$ cat config.mk
export PLATFORM = sky130hd
export DESIGN_NAME = int_alu
export DESIGN_NICKNAME = d
export VERILOG_FILES = /design/src/rtl/int_alu_pkg.sv /design/src/rtl/cla_group.sv /design/src/rtl/cla_chain.sv /design/src/rtl/bitwise_unit.sv /design/src/rtl/int_alu.sv
export SDC_FILE = /design/constraint.sdc
export NUM_CORES = 1
export LEC_CHECK = 0
export ABC_AREA = 0
export CAP_MARGIN = 20
export CORE_MARGIN = 2
export CORE_UTILIZATION = 37
export DETAILED_ROUTE_END_ITERATION = 7
export DONT_BUFFER_PORTS = 1
export REMOVE_ABC_BUFFERS = 1
export SYNTH_ARGS = -nofsm -noshare
export SYNTH_HDL_FRONTEND = slang
export SYNTH_SLANG_ARGS = --single-unit
$ cat constraint.sdc
create_clock -name vclk -period 40.4
set_input_delay 10.1 -clock vclk [all_inputs]
set_output_delay 10.1 -clock vclk [all_outputs]
set_load 0.02 [all_outputs]
$ cat src/rtl/int_alu_pkg.sv
package int_alu_pkg;
  localparam int DATA_W  = 32;
  localparam int GROUP_W = 4;

  typedef enum logic [3:0] {
    OP_AND  = 4'b0000,
    OP_OR   = 4'b0001,
    OP_ADD  = 4'b0010,
    OP_SUB  = 4'b0110,
    OP_SLT  = 4'b0111,
    OP_SLTU = 4'b1000,
    OP_XOR  = 4'b1001,
    OP_NOR  = 4'b1100
  } alu_op_e;

  // True when the operation needs the adder in subtract mode
  function automatic logic needs_invert(input logic [3:0] code);
    return (code == OP_SUB) || (code == OP_SLT) || (code == OP_SLTU);
  endfunction
endpackage

$ cat src/rtl/cla_group.sv
module cla_group #(
  parameter int W = 4
) (
  input  logic [W-1:0] a,
  input  logic [W-1:0] b,
  input  logic         cin,
  output logic [W-1:0] sum,
  output logic         cout
);
  logic [W-1:0] prop;
  logic [W-1:0] gen;
  logic [W:0]   carry;

  assign prop     = a | b;
  assign gen      = a & b;
  assign carry[0] = cin;

  for (genvar i = 0; i < W; i++) begin : g_bit
    assign carry[i+1] = gen[i] | (prop[i] & carry[i]);
  end

  assign sum  = a ^ b ^ carry[W-1:0];
  assign cout = carry[W];
endmodule

$ cat src/rtl/cla_chain.sv
module cla_chain #(
  parameter int WIDTH   = 32,
  parameter int GROUP_W = 4
) (
  input  logic [WIDTH-1:0] a,
  input  logic [WIDTH-1:0] b,
  input  logic             cin,
  output logic [WIDTH-1:0] sum,
  output logic             cout,
  output logic             msb_cin
);
  localparam int NGROUP = WIDTH / GROUP_W;

  logic [NGROUP:0] gcarry;
  assign gcarry[0] = cin;

  for (genvar g = 0; g < NGROUP; g++) begin : g_grp
    cla_group #(.W(GROUP_W)) grp_i (
      .a   (a[g*GROUP_W +: GROUP_W]),
      .b   (b[g*GROUP_W +: GROUP_W]),
      .cin (gcarry[g]),
      .sum (sum[g*GROUP_W +: GROUP_W]),
      .cout(gcarry[g+1])
    );
  end

  assign cout    = gcarry[NGROUP];
  // carry into the top bit recovered from its sum and operand bits
  assign msb_cin = sum[WIDTH-1] ^ a[WIDTH-1] ^ b[WIDTH-1];
endmodule

$ cat src/rtl/bitwise_unit.sv
module bitwise_unit #(
  parameter int WIDTH = 32
) (
  input  logic [WIDTH-1:0] a,
  input  logic [WIDTH-1:0] b,
  output logic [WIDTH-1:0] and_o,
  output logic [WIDTH-1:0] or_o,
  output logic [WIDTH-1:0] xor_o,
  output logic [WIDTH-1:0] nor_o
);
  assign and_o = a & b;
  assign or_o  = a | b;
  assign xor_o = a ^ b;
  assign nor_o = ~(a | b);
endmodule

$ cat src/rtl/int_alu.sv
module int_alu
  import int_alu_pkg::*;
#(
  parameter int WIDTH   = DATA_W,
  parameter int GROUP_W = int_alu_pkg::GROUP_W
) (
  input  logic [WIDTH-1:0] opa,
  input  logic [WIDTH-1:0] opb,
  input  logic [3:0]       op,
  output logic [WIDTH-1:0] result,
  output logic             zero,
  output logic             ovf
);
  localparam int MSB = WIDTH - 1;

  // reference arithmetic for the guards, written apart from the adder
  function automatic logic [WIDTH-1:0] ref_add(input logic [WIDTH-1:0] x, y);
    return x + y;
  endfunction
  function automatic logic [WIDTH-1:0] ref_sub(input logic [WIDTH-1:0] x, y);
    return x - y;
  endfunction

  alu_op_e op_e;
  assign op_e = alu_op_e'(op);

  // named internal events
  logic             sub_mode;
  logic [WIDTH-1:0] b_eff;
  logic [WIDTH-1:0] add_sum;
  logic             add_cout;
  logic             add_msb_cin;
  logic             raw_ovf;
  logic             less_signed;
  logic             less_unsigned;
  logic [WIDTH-1:0] and_v, or_v, xor_v, nor_v;

  assign sub_mode = needs_invert(op);
  assign b_eff    = opb ^ {WIDTH{sub_mode}};

  cla_chain #(.WIDTH(WIDTH), .GROUP_W(GROUP_W)) adder_i (
    .a      (opa),
    .b      (b_eff),
    .cin    (sub_mode),
    .sum    (add_sum),
    .cout   (add_cout),
    .msb_cin(add_msb_cin)
  );

  bitwise_unit #(.WIDTH(WIDTH)) logic_i (
    .a    (opa),
    .b    (opb),
    .and_o(and_v),
    .or_o (or_v),
    .xor_o(xor_v),
    .nor_o(nor_v)
  );

  assign raw_ovf       = add_msb_cin ^ add_cout;
  assign less_signed   = add_sum[MSB] ^ raw_ovf;
  assign less_unsigned = ~add_cout;

  always_comb begin
    result = '0;
    ovf    = 1'b0;
    case (op_e)
      OP_AND:  result = and_v;
      OP_OR:   result = or_v;
      OP_XOR:  result = xor_v;
      OP_NOR:  result = nor_v;
      OP_ADD:  begin result = add_sum; ovf = raw_ovf; end
      OP_SUB:  begin result = add_sum; ovf = raw_ovf; end
      OP_SLT:  result = {{(WIDTH-1){1'b0}}, less_signed};
      OP_SLTU: result = {{(WIDTH-1){1'b0}}, less_unsigned};
      default: result = '0;
    endcase
  end

  assign zero = ~|result;

  // guards next to the logic
  always_comb begin
    if (op == OP_ADD) begin
      p_add_sum_r2: assert (result == ref_add(opa, opb));
      p_add_ovf_r4: assert (ovf == ((opa[MSB] == opb[MSB]) && (result[MSB] != opa[MSB])));
    end
    if (op == OP_SUB) begin
      p_sub_diff_r3: assert (result == ref_sub(opa, opb));
    end
    if (op != OP_ADD && op != OP_SUB) begin
      p_no_overflow_r5: assert (!ovf);
    end
    if (op == OP_SLT) begin
      p_slt_signed_r6: assert (result[0] == ($signed(opa) < $signed(opb)) && result[MSB:1] == '0);
    end
    if (op == OP_SLTU) begin
      p_sltu_unsigned_r7: assert (result[0] == (opa < opb) && result[MSB:1] == '0);
    end
  end
endmodule

# Word level (Yosys, flattened, before mapping)
# Cells that the tools add are included.
[totals]
ff_bits = 0
input_bits = 68
out_inout_bits = 34
word_cells = 121
[op_classes]
eq_ne = 7
mux = 2
bitwise = 106
n_reduce_logical = 6
[op_table]
columns = ["op", "n"]
rows = [
  ["$pmux W32 S7", 1],
  ["$xor A32 B32 Y32", 2],
  ["$xor A4 B4 Y4", 16],
  ["$and A1 B1 Y1", 32],
  ["$and A32 B32 Y32", 1],
  ["$and A4 B4 Y4", 8],
  ["$not A32 Y32", 1],
  ["$or A1 B1 Y1", 32],
  ["$or A32 B32 Y32", 1],
  ["$or A4 B4 Y4", 8],
  ["$reduce_or A32 Y1", 1],
  ["$eq A4 B4 Y1 const B", 3],
  ["$eq A4 B3 Y1 const B", 2],
  ["$eq A4 B1 Y1 const B", 1],
  ["$eq A4 B2 Y1 const B", 1],
  ["$logic_not A4 Y1", 1],
  ["$xor A1 B1 Y1", 4],
  ["$logic_or A1 B1 Y1", 2],
  ["$reduce_or A2 Y1", 1],
  ["$logic_not A1 Y1", 1],
  ["$mux W1", 1],
  ["$not A1 Y1", 1],
]

# Logic depth before layout (Yosys ltp)
# Gate-level depths: netlist of the first run.
[logic_depth]
ltp_word = 75
depth_mapped = 49
ltp_nobuf = 46

# By module
# From an unflattened synthesis of the first run, not the netlist that was laid out.
[unflattened]
cells_unflattened = 534
hier_area_um2 = 4127.7
[modules_own_cells]
columns = ["module", "instances", "cells_per_inst", "area_each_um2", "seq_area_each_um2"]
rows = [
  ["int_alu", 1, 245, 1661.6, 0.0],
  ["bitwise_unit", 1, 192, 1561.5, 0.0],
  ["cla_group", 8, 12, 110.1, 0.0],
  ["cla_chain", 1, 1, 23.8, 0.0],
]

# Worst setup path after synthesis of the first run
# OpenSTA, ideal clock, no wires.
[synth_path]
kind = "input port to output port"
startpoint = "input port op[0]"
endpoint = "output port zero"
arrival_ns = 25.438
t_required_ns = 30.300
path_slack_ns = 4.862
stages = 49
n_path_buf = 4
cell_sequence = "buf_4 > buf_2 > clkbuf_1 > nor3_1 > a21oi_1 > clkbuf_1 > nand2_1 > o21ai_0 > fa_1 > fa_1 > fa_1 > inv_1 > fa_1 > inv_1 > fa_1 > inv_1 > fa_1 > fa_1 > [13 not listed] > fa_1 > fa_1 > fa_1 > fa_1 > fa_1 > fa_1 > fa_1 > fa_1 > fa_1 > fa_1 > fa_1 > fa_1 > fa_1 > nand2_1 > o221ai_1 > or4_1 > or4_1 > nor4_2"
[synth_via]
elab_cells_between_ends = 116
classes_between = "7 x eq/ne; 1 x mux; 102 x bitwise; 6 x reduce/logical"
[synth_lines]
columns = ["item", "line", "rtl"]
rows = [
  ["start: declaration", "int_alu.sv:9", "input logic [3:0] op,"],
  ["$eq A4 B3 Y1", "int_alu_pkg.sv:18, int_alu.sv:66", ""],
  ["$logic_or A1 B1 Y1 (2 in series)", "int_alu_pkg.sv:18", "return (code == OP_SUB) || (code == OP_SLT) || (code == OP_SLTU);"],
  ["$xor A32 B32 Y32", "int_alu.sv:39", "assign b_eff = opb ^ {WIDTH{sub_mode}};"],
  ["$or A4 B4 Y4", "cla_group.sv:14", "assign prop = a | b;"],
  ["$and A1 B1 Y1", "cla_group.sv:19", "assign carry[i+1] = gen[i] | (prop[i] & carry[i]);"],
  ["$or A1 B1 Y1", "cla_group.sv:19", ""],
  ["$and A1 B1 Y1", "cla_group.sv:19", ""],
  ["$or A1 B1 Y1", "cla_group.sv:19", ""],
  ["[55 not listed]", "--", ""],
  ["$or A1 B1 Y1", "cla_group.sv:19", ""],
  ["$and A1 B1 Y1", "cla_group.sv:19", ""],
  ["$or A1 B1 Y1", "cla_group.sv:19", ""],
  ["$xor A4 B4 Y4", "cla_group.sv:22", "assign sum = a ^ b ^ carry[W-1:0];"],
  ["$pmux W32 S7 *", "int_alu.sv:66", "case (op_e)"],
  ["named net result[31]", "int_alu.sv:10", "output logic [WIDTH-1:0] result,"],
  ["$reduce_or A32 Y1 *", "int_alu.sv:79", "assign zero = ~|result;"],
  ["$logic_not A1 Y1 *", "int_alu.sv:79", ""],
  ["end: declaration", "int_alu.sv:11", "output logic zero,"],
]
# Mark *: on every way through the listed nets, which the timed path passes. The rest lies on a longest branch.

# Final worst setup path of the first run
[layout_path]
startpoint = "input port op[2]"
endpoint = "output port zero"
# Same word-level chain as after synthesis.

==> impl_results.md, run 1 <==
* Number of diodes added for antenna fixing at 0
* Chip height at 101 um
* Setup-failing EPs final at 0
* Worst setup path category: input port to output port
* Net count reported at finish at 586
* Via count of the first global-routing pass at 3,035
* Maximum Capacitance Violations at 0
* Worst relative slew slack at 43.4%
* CP arrival at 25,440 ps
* Top cells by area, synth: ha_1 (23%), fa_1 (18%), inv_1 (8.8%)
* Iteration-0 DRC count of the detailed router at 180
* Post-detailed-route count of antenna-violating nets at 0
* Count of final max-slew check failures at 0
* Most area-hungry cell type in the Yosys netlist: ha_1
* P&R area growth vs syn at 1.40%
* WL/cell at 19.3 um
* I/O pins at 102
* Worst ir drop on vdd at 0.00000444 V
* Post-route DRC at 0
* Hpwl dp at 8190 um
* Share of the cycle needed by the critical path after routing at 88.0%
* Most repeated library cell on the critical path: fa_1
* Initial Util at 37.9%
* P_leak at 1.70 nW
* Post-Syn Area per Cell at 7.88 um2
* Total gr overflow at 0
* Top post-synthesis cells by count: inv_1 (82), ha_1 (64), xnor2_1 (34)
* Number of unique standard cell types used by synthesis at 44
* Pin count of the biggest net entering global routing at 70
* Total of warnings raised by yosys at 0
* Overall via count from detail_route at 3,029
* Clock period minus final worst setup slack at 35,540 ps
* Layout cell share with drive strength beyond 1 at 3.33%
* Critical-path top delay cell: nor4_2
* Number of input and output port buffers inserted at 0
* RSZ-0062 raised after global routing: no
* Number of cells traversed by the worst hold path at 1
* Placeable Area at 9200 um2
* Number of antenna violations at the first check in global routing at 0
* Wire length of the first global-routing pass at 16,200 um
* # hold bufs at CTS at 0
* Data required time at the worst endpoint at 30,300 ps
* Detailed-route wire length at 10,200 um
* Quantity of gates resized following cts at 0
* Post-route cell area at 3540 um2
* Placed inst area at 3540 um2
* Dominant cell by count in the synthesized netlist: inv_1
* Row count at 35
* Via count normalized by instance count at 5.70
* Capturing element type of the critical path: output port
* Area share of the largest cell type after synthesis at 22.9%
* Power consumption at 48.4 uW
* Drt first pass iters at 4
* Largest fanout on the critical path at 11
* Flip-flop and latch area at 0 um2
* Multi-input gate area at 3050 um2
* Slew at the pin with the worst max-slew slack at 840 ps
* Worst hold path type: input port to output port
* Number of hold violations in the final report at 0
* Overall routing resource usage at 19.8%
* CP Launch Type: input port
* Final sum of negative setup slack at 0 ps
* Longest individual stage delay on the worst path at 650 ps
* Post-synthesis sequential area ratio at 0%
* Final core occ at 38.5%
* Power density over the cells at 13.7 nW/um2
* Max Fclk at 28.1 MHz
* Netlist Area Pre-Place at 3490 um2
* Num sequential at 0
* Last weighted congestion value of the routability-driven placer at 0.901
* Die width at 101 um
* Clk_buf instances at 0
* Outcome: complete, no violations
* Area of the die at 10,200 um2
* Gate Count Post-Synth at 443
* Final-layout worst hold slack at 20,400 ps
* Fillcell total at 943
* Post-CTS repair timing setup buffer count at 0
cell usage in the layout, fill, tap and decap left out, types with 2 or more instances in the layout:
cell type  synthesis  layout
inv_1             82      82
ha_1              64      64
xnor2_1           34      34
fa_1              32      32
a21oi_1           26      25
nor2_1            24      24
nand2_1           22      22
o21ai_0           20      20
a22o_1            15      15
nand2b_1          14      14
a22oi_1           12      12
a221o_1            8       8
o221ai_1           5       5
a222oi_1           5       5
or4_1              5       5
buf_4              1       5
nor3_1             4       4
o32ai_1            4       4
nor2b_1            3       3
o22ai_1            3       3
a32o_1             3       3
a2bb2oi_1          2       2
or3_1              2       2
mux2_2             2       2
a32oi_1            2       2
nor3b_1            3       2
or2_2              2       2
o211ai_1           2       2
a221oi_1           2       2
nand4b_1           2       2
where the power goes:
group          switching (mW)  total, mW  internal [mW]
Combinational          0.0281     0.0484         0.0203
Clock                       0          0              0
Sequential                  0          0              0
Total                  0.0281     0.0484         0.0203
through the flow:
stage	std cells	setup slack, ps
final	531	4860
after global routing	531	4160
after CTS	531	4730
after detailed placement	531	4780
after global placement	531	5030
after floorplan	415	3810
logic make-up (layout without fill, tap and decap cells):
kind of cell    after synthesis  count (layout)  share of synthesized area, %
simple gates                 89              89                          13.7
mux                           2               2                         0.645
compound gates              112             112                          22.9
xor+xnor                     34              34                          8.53
fa+ha+maj                    96              96                          41.3
buf+inv                     110              87                          12.9
path summary, 6_finish.rpt:
| check | start | endpoint | slack (ps) |
|---|---|---|---|
| max | op[2] | zero | 4860 |
| min | op[0] | result[6] | 20400 |
metal layers:
metal	routed length (um)	share of wire, %	GRT usage [%]	up-vias
li1	-	-	-	1464
met1	4190	41	25.8	1455
met2	4920	48	34.2	100
met3	1000	9.8	5.06	10
met4	129	1.3	2.39	0
met5	0	0	0	-
critical path, delay by kind of cell:
| kind | cells | cell delay, ps |
|---|---|---|
| XOR/XNOR | 1 | 230 |
| adder cells (fa/ha/maj) | 31 | 12000 |
| AND/OR/NAND/NOR | 6 | 2330 |
| buffers and inverters | 5 | 340 |
| AO/OA/AOI/OAI | 2 | 400 |
final cells by class:
| type | count | area share [%] |
|---|---|---|
| multi-input cells | 333 | 86.3 |
| well taps | 111 | 3.93 |
| repair buffers | 5 | 1.06 |
| inverters | 82 | 8.70 |
No activity file was read; power rests on OpenSTA's default activity.
==> run 2: changes to the inputs <==
--- a/config.mk
+++ b/config.mk
@@ -11,6 +11,7 @@
 export CORE_UTILIZATION = 37
 export DETAILED_ROUTE_END_ITERATION = 7
 export DONT_BUFFER_PORTS = 1
+export GPL_ROUTABILITY_DRIVEN = 1
 export REMOVE_ABC_BUFFERS = 1
 export SYNTH_ARGS = -nofsm -noshare
 export SYNTH_HDL_FRONTEND = slang
==> results of run 2 <==
Final layout, timing and power as in run 1 (identical DEF).
